File: src/rtl/hsd_pkg.sv
package hsd_pkg;
  localparam int DW = 32;
  localparam int RW = 4;

  typedef enum logic [2:0] {
    K_NONE     = 3'd0,
    K_HALF_ST  = 3'd1,
    K_HALF_LD  = 3'd2,
    K_SBYTE_LD = 3'd3,
    K_SHALF_LD = 3'd4,
    K_DWORD_LD = 3'd5,
    K_DWORD_ST = 3'd6
  } acc_kind_e;

  typedef struct packed {
    logic          pre;
    logic          up;
    logic          imm_form;
    logic          wback;
    logic          load;
    logic          sgn;
    logic          half;
    logic [RW-1:0] base_sel;
    logic [RW-1:0] hi_nib;
    logic [RW-1:0] lo_nib;
  } fields_t;

  function automatic logic [DW-1:0] join_nibbles(input logic [RW-1:0] hi,
                                                 input logic [RW-1:0] lo);
    logic [DW-1:0] r;
    r = '0;
    r[2*RW-1:0] = {hi, lo};
    return r;
  endfunction

  function automatic logic [DW-1:0] step(input logic [DW-1:0] a,
                                         input logic [DW-1:0] b,
                                         input logic add);
    return add ? (a + b) : (a - b);
  endfunction
endpackage

File: src/rtl/hsd_decode.sv
module hsd_decode
  import hsd_pkg::*;
#(
  parameter bit DWORD_EN = 1'b0
) (
  input  logic [31:0] insn,
  output fields_t     fld,
  output logic        member,
  output logic        wb_form,
  output logic        unalloc_c,
  output logic        unpred_c,
  output acc_kind_e   kind_c
);
  localparam logic [RW-1:0] PCREG = {RW{1'b1}};

  logic pair_kind;
  logic idx_is_pc, base_is_pc, same_reg, sbz_bad;

  always_comb begin
    fld.pre      = insn[24];
    fld.up       = insn[23];
    fld.imm_form = insn[22];
    fld.wback    = insn[21];
    fld.load     = insn[20];
    fld.base_sel = insn[19:16];
    fld.hi_nib   = insn[11:8];
    fld.sgn      = insn[6];
    fld.half     = insn[5];
    fld.lo_nib   = insn[3:0];
  end

  assign member  = (insn[27:25] == 3'b000) && insn[7] && insn[4] &&
                   (fld.sgn || fld.half);
  assign wb_form = !fld.pre || fld.wback;
  assign pair_kind = fld.sgn && !fld.load;

  // the parameter picks what a signed store pattern means
  generate
    if (DWORD_EN) begin : g_pair
      assign unalloc_c = 1'b0;
    end else begin : g_nopair
      assign unalloc_c = member && pair_kind;
    end
  endgenerate

  always_comb begin
    kind_c = K_NONE;
    if (member) begin
      unique case ({fld.sgn, fld.half, fld.load})
        3'b010:  kind_c = K_HALF_ST;
        3'b011:  kind_c = K_HALF_LD;
        3'b101:  kind_c = K_SBYTE_LD;
        3'b111:  kind_c = K_SHALF_LD;
        3'b100:  kind_c = DWORD_EN ? K_DWORD_LD : K_NONE;
        3'b110:  kind_c = DWORD_EN ? K_DWORD_ST : K_NONE;
        default: kind_c = K_NONE;
      endcase
    end
  end

  assign idx_is_pc  = !fld.imm_form && (fld.lo_nib == PCREG);
  assign base_is_pc = wb_form && (fld.base_sel == PCREG);
  assign same_reg   = !fld.imm_form && wb_form && (fld.base_sel == fld.lo_nib);
  assign sbz_bad    = !fld.imm_form && (fld.hi_nib != '0);
  assign unpred_c   = member && (idx_is_pc || base_is_pc || same_reg || sbz_bad);
endmodule

File: src/rtl/hsd_agu.sv
module hsd_agu
  import hsd_pkg::*;
#(
  parameter int PC_AHEAD = 8
) (
  input  fields_t       fld,
  input  logic [DW-1:0] base_val,
  input  logic [DW-1:0] idx_val,
  input  logic [DW-1:0] pc_val,
  output logic [DW-1:0] eff_base,
  output logic [DW-1:0] offset,
  output logic [DW-1:0] addr_c,
  output logic [DW-1:0] moved_c
);
  localparam logic [DW-1:0] AHEAD = DW'(PC_AHEAD);
  localparam logic [RW-1:0] PCREG = {RW{1'b1}};

  assign eff_base = (fld.base_sel == PCREG) ? (pc_val + AHEAD) : base_val;
  assign offset   = fld.imm_form ? join_nibbles(fld.hi_nib, fld.lo_nib) : idx_val;
  assign moved_c  = step(eff_base, offset, fld.up);
  assign addr_c   = fld.pre ? moved_c : eff_base;
endmodule

File: src/rtl/hsd_agen.sv
module hsd_agen
  import hsd_pkg::*;
#(
  parameter bit DWORD_EN = 1'b0,
  parameter int PC_AHEAD = 8
) (
  input  logic        clk,
  input  logic        rst_n,
  input  logic [31:0] insn,
  input  logic [31:0] base_val,
  input  logic [31:0] idx_val,
  input  logic [31:0] pc_val,
  input  logic        cond_ok,
  output logic [31:0] acc_addr,
  output logic [31:0] wb_data,
  output logic        wb_en,
  output logic [2:0]  acc_kind,
  output logic        not_member,
  output logic        unalloc,
  output logic        unpred
);
  fields_t       fld;
  logic          dec_member, dec_wbform, dec_unalloc, dec_unpred;
  acc_kind_e     dec_kind;
  logic [DW-1:0] eff_base, offset, addr_c, moved_c;
  logic          wb_go;

  hsd_decode #(.DWORD_EN(DWORD_EN)) u_dec (
    .insn      (insn),
    .fld       (fld),
    .member    (dec_member),
    .wb_form   (dec_wbform),
    .unalloc_c (dec_unalloc),
    .unpred_c  (dec_unpred),
    .kind_c    (dec_kind)
  );

  hsd_agu #(.PC_AHEAD(PC_AHEAD)) u_agu (
    .fld      (fld),
    .base_val (base_val),
    .idx_val  (idx_val),
    .pc_val   (pc_val),
    .eff_base (eff_base),
    .offset   (offset),
    .addr_c   (addr_c),
    .moved_c  (moved_c)
  );

  assign wb_go = dec_member && !dec_unalloc && dec_wbform && cond_ok;

  always_ff @(posedge clk or negedge rst_n) begin
    if (!rst_n) begin
      acc_addr   <= '0;
      wb_data    <= '0;
      wb_en      <= 1'b0;
      acc_kind   <= '0;
      not_member <= 1'b0;
      unalloc    <= 1'b0;
      unpred     <= 1'b0;
    end else begin
      acc_addr   <= addr_c;
      wb_data    <= moved_c;
      wb_en      <= wb_go;
      acc_kind   <= dec_kind;
      not_member <= !dec_member;
      unalloc    <= dec_unalloc;
      unpred     <= dec_unpred;
    end
  end


  cond_gate_chk: assert property (@(posedge clk) disable iff (!rst_n)
    !cond_ok |=> !wb_en);

  outsider_quiet_chk: assert property (@(posedge clk) disable iff (!rst_n)
    not_member |-> (acc_kind == 3'd0 && !wb_en));

  unalloc_quiet_chk: assert property (@(posedge clk) disable iff (!rst_n)
    unalloc |-> (!wb_en && acc_kind == 3'd0 && !not_member));

  post_base_chk: assert property (@(posedge clk) disable iff (!rst_n)
    (dec_member && !fld.pre) |=> (acc_addr == $past(eff_base)));

  plain_nowb_chk: assert property (@(posedge clk) disable iff (!rst_n)
    (fld.pre && !fld.wback) |=> !wb_en);

  wb_match_chk: assert property (@(posedge clk) disable iff (!rst_n)
    (dec_member && fld.pre) |=> (acc_addr == wb_data));
endmodule

File: config.mk
export PLATFORM = sky130hd
export DESIGN_NAME = hsd_agen
export DESIGN_NICKNAME = d
export VERILOG_FILES = /design/src/rtl/hsd_pkg.sv /design/src/rtl/hsd_decode.sv /design/src/rtl/hsd_agu.sv /design/src/rtl/hsd_agen.sv
export SDC_FILE = /design/constraint.sdc
export NUM_CORES = 1
export LEC_CHECK = 0
export BUFFER_PORTS_ARGS = -buffer_cell sky130_fd_sc_hd__buf_2
export CAP_MARGIN = 20
export CORE_ASPECT_RATIO = 0.6
export CORE_MARGIN = 3
export CORE_UTILIZATION = 35
export DETAILED_ROUTE_END_ITERATION = 8
export GPL_TIMING_DRIVEN = 0
export PLACE_DENSITY = 0.61
export SKIP_LAST_GASP = 1
export SLEW_MARGIN = 30
export SYNTH_ARGS = -nofsm -noshare
export SYNTH_HDL_FRONTEND = slang
export SYNTH_SLANG_ARGS = --single-unit
File: constraint.sdc
create_clock -name clk -period 0.8 [get_ports clk]
set_input_delay 0.04 -clock clk [delete_from_list [all_inputs] [get_ports clk]]
set_output_delay 0.04 -clock clk [all_outputs]
set_load 0.01 [all_outputs]
==> key figures <==
Die
  • Core Area: 16500 sq um
  • Ports: 202
  • Initial core utilization: between 30% and 40%
  • Die Ht: 108 um
  • Die X-Extent: ~180 um
  • Placement row count: 36
  • Die area: 18800 sq um

Finish
  • Layout cells sized above 1: 49.0%
  • Final core utilization: 57.5%
  • Post-Layout Cell Count: about 1200
  • Commonest non-fill, non-tap cell in the layout: buf_2
  • Layout area overhead: 58.0%
  • Finished Cell Area: 9500 sq um
  • Most frequent cells in the layout: buf_2, dfrtp_1, buf_4
  • Final nets: 1163

Timing
  • Final period utilization: 457%
  • Post-route worst setup slack: -2860 ps
  • RSZ-0062 raised after global routing: true
  • Setup Viol. Count Final: 135
  • Final min period: 3660 ps
  • Slew headroom: 46.4%
  • Fmax: 274 MHz
  • Slew Limit Fails: 0
  • Slew @ Worst Pin: slightly above 800 ps
  • Hold Vio Cnt, Final: between 40 and 50
  • Hold Slack: -330 ps

Detailed routing
  • Routed Antenna Nets: 0
  • DRC Markers: 0
  • Vias per cell: 5.38
  • Vias: roughly 6600
  • DRT Pass-1 Iters: 5
  • Post-Route WL: roughly 24 mm
  • DR WL/cell: 19.3 um
  • First DRT Iteration DRCs: 434

Synthesis
  • Avg Cell Area, Syn: 8.52 sq um
  • Prevailing post-synth register cell: dfrtp_1
  • Synth warn: 0
  • Number of synthesized register bits: just over 70
  • Yosys top cell area share: 29.5%
  • Post-synth ARST share: 100%
  • Post-synth EDFFs: 0
  • Net count after synthesis: 871
  • Top cells by area, synth: dfrtp_1, ha_1, xnor2_1, mux2_2, nor2_1
  • Register area share after synthesis: 29.5%
  • Synth area leader: dfrtp_1
  • Area of the mapped netlist: 6010 sq um
  • Yosys cell types: 73
  • Post-Syn Instances: 706

Global routing
  • Total grt overflow: 0
  • Vias in the first global route: around 6300
  • Number of antenna violations at the first check in global routing: 5
  • First-pass GRT wire length: 35.1 mm
  • Tot GR Track Use: roughly a quarter
  • Largest net degree at the start of global routing: 41

Place
  • Final HPWL DP: 17.0 mm
  • RePlAce Congestion: between 0.9 and 1
  • Dpl cell area: 7440 sq um
  • Placed cells: 1126
  • I/O Buffers: 191

Clock network
  • CTS tree: yes
  • H-tree depth: 3
  • Clock transition at path regs: about 60 ps
  • Clock buffer depth: 2
  • Clk sinks: 71
  • CTS Buf Count: 9
  • Root buffer cell: clkbuf_16
  • CTS Hold Bufs: 4

Run status
  • Failing checks: hold timing, setup timing
  • Status: finished, violations left

Power
  • Leakage Power: 4.28 nW
  • Max VDD drop: ~1.2 mV
  • PD cells: 1940 nW/um^2
  • Overall Power: 0.0184 W

Setup path
  • Max Fanout on Critical Path: 5
  • Worst Path Required: approximately 1000 ps
  • Worst Setup Start Kind: primary input
  • Critical Path AT: 3880 ps
  • Highest-delay cell along the critical path: or3_4
  • CP Cell Sequence: buf_8 > buf_8 > buf_12 > clkbuf_16 > mux2i_4 > ha_4 > o21a_4 > and2_4 > nor2_4 > nor2_4 > a311oi_4 > ha_4 > buf_6 > nand3_2 > o211ai_1 > or3_4 > o22ai_4 > o31ai_4 > buf_12 > a41oi_4 > xnor2_2 > mux2_4
  • CP Class: in -> reg
  • CP Capture Type: flip-flop
  • Crit-path max cell delay: 370 ps

Worst hold path
  • Hold Path Class: in -> async

Run
  • Max-Cap Viols: 0
-- layout make-up --
| cell class | instances | area (sq um) |
|---|---|---|
| fillers | 1471 | 7030 |
| multi-input cells | 591 | 5000 |
| repair buffers | 285 | 1860 |
| flip-flops and latches | 71 | 1780 |
| well taps | 228 | 285 |
| clock buffers | 11 | 253 |
| plain buffers | 25 | 193 |
| clock inverters | 5 | 80.1 |
| inverters | 15 | 56.3 |
| diodes | 1 | 2.50 |
-- through the flow --
step	hold slack (ps)	setup WS, ps	TNS (ps)
after floorplan	-256	-2800	-131610
after CTS	-311	-2820	-141510
after global routing	-284	-2970	-155900
final	-330	-2860	-148030
after detailed placement	56.7	-3750	-182370
after global placement	256	-3710	-231930
-- cell usage after synthesis (4+ instances only) --
| library cell | instances |
|---|---|
| nor2_1 | 71 |
| o21bai_1 | 8 |
| nand2b_1 | 9 |
| xor2_1 | 26 |
| and3_1 | 11 |
| nand2_1 | 68 |
| or3_1 | 4 |
| ha_1 | 33 |
| a311oi_1 | 7 |
| o21ai_0 | 51 |
| nor3_1 | 20 |
| and2_1 | 6 |
| mux2i_1 | 9 |
| inv_1 | 15 |
| o21ai_1 | 7 |
| a21o_1 | 11 |
| clkbuf_1 | 22 |
| o21a_1 | 6 |
| nor2b_1 | 9 |
| nand3_1 | 22 |
| a21oi_1 | 48 |
| a31oi_1 | 9 |
| dfrtp_1 | 71 |
| a211oi_1 | 4 |
| mux2_2 | 32 |
| nor4_1 | 6 |
| xnor2_1 | 46 |
| nand4_1 | 10 |
| o31ai_1 | 4 |
-- sequential cells by signal (all words and copies together), names as in the netlist --
name        cells
wb_data        32
wb_en           1
unalloc         1
unpred          1
acc_addr       32
not_member      1
acc_kind        3
-- metal layers --
metal / share of wire [%] / track usage, % / vias to the layer above
met1: 46 / 34.5 / 3167
li1: - / - / 3129
met4: 1.3 / 3.75 / 8
met5: 0.19 / 0 / -
met3: 9.2 / 7.51 / 38
met2: 43 / 35.8 / 280
-- kinds of logic (layout without fill, tap and decap cells) --
kind of cell	count (synthesis)	in the layout	synth area share (%)
AOI/OAI and AO/OA	187	187	20.8
muxes	41	41	7.49
adders and majority gates	34	34	7.20
and+or+nand+nor	257	257	21.5
xor gates and xnor gates	72	72	10.5
other	0	1	0
DFF	71	71	29.5
buffers and inverters	44	341	3.00
-- how the worst max path moves through the flow --
stage | start | cells past startpoint | slack (ps) | endpoint
after floorplan | insn[22] | 21 | -2800 | acc_addr[29]
after global placement | insn[22] | 22 | -3710 | acc_addr[31]
after detailed placement | insn[22] | 22 | -3750 | acc_addr[31]
after CTS | pc_val[3] | 20 | -2820 | wb_data[31]
after global routing | insn[22] | 19 | -2970 | acc_addr[16]
final | insn[22] | 22 | -2860 | acc_addr[24]
-- power breakdown --
part	switching (W)	leakage (nW)	internal (W)	total [W]
clock	0.00168	0.158	0.00290	0.00458
sequential	0.000263	0.837	0.00452	0.00478
combinational	0.00458	3.28	0.00446	0.00905
total	0.00653	4.28	0.0119	0.0184
-- repair_timing --
action | 4_1_cts | 5_1_grt
endpoints found under the hold margin | 44 | 40
gates resized for setup | 107 | 105
setup buffers | 62 | 32
setup endpoints to repair | 136 | 139
pin swaps | 69 | 48
-- worst max-delay path: cells and delay by family --
family / cells / cell delay, ps
fa+ha+maj: 2 / 460
mux: 2 / 450
compound gates: 6 / 1140
xor+xnor: 1 / 100
buf+inv: 6 / 780
simple gates: 5 / 890
Power figures use the tool's default switching activity.
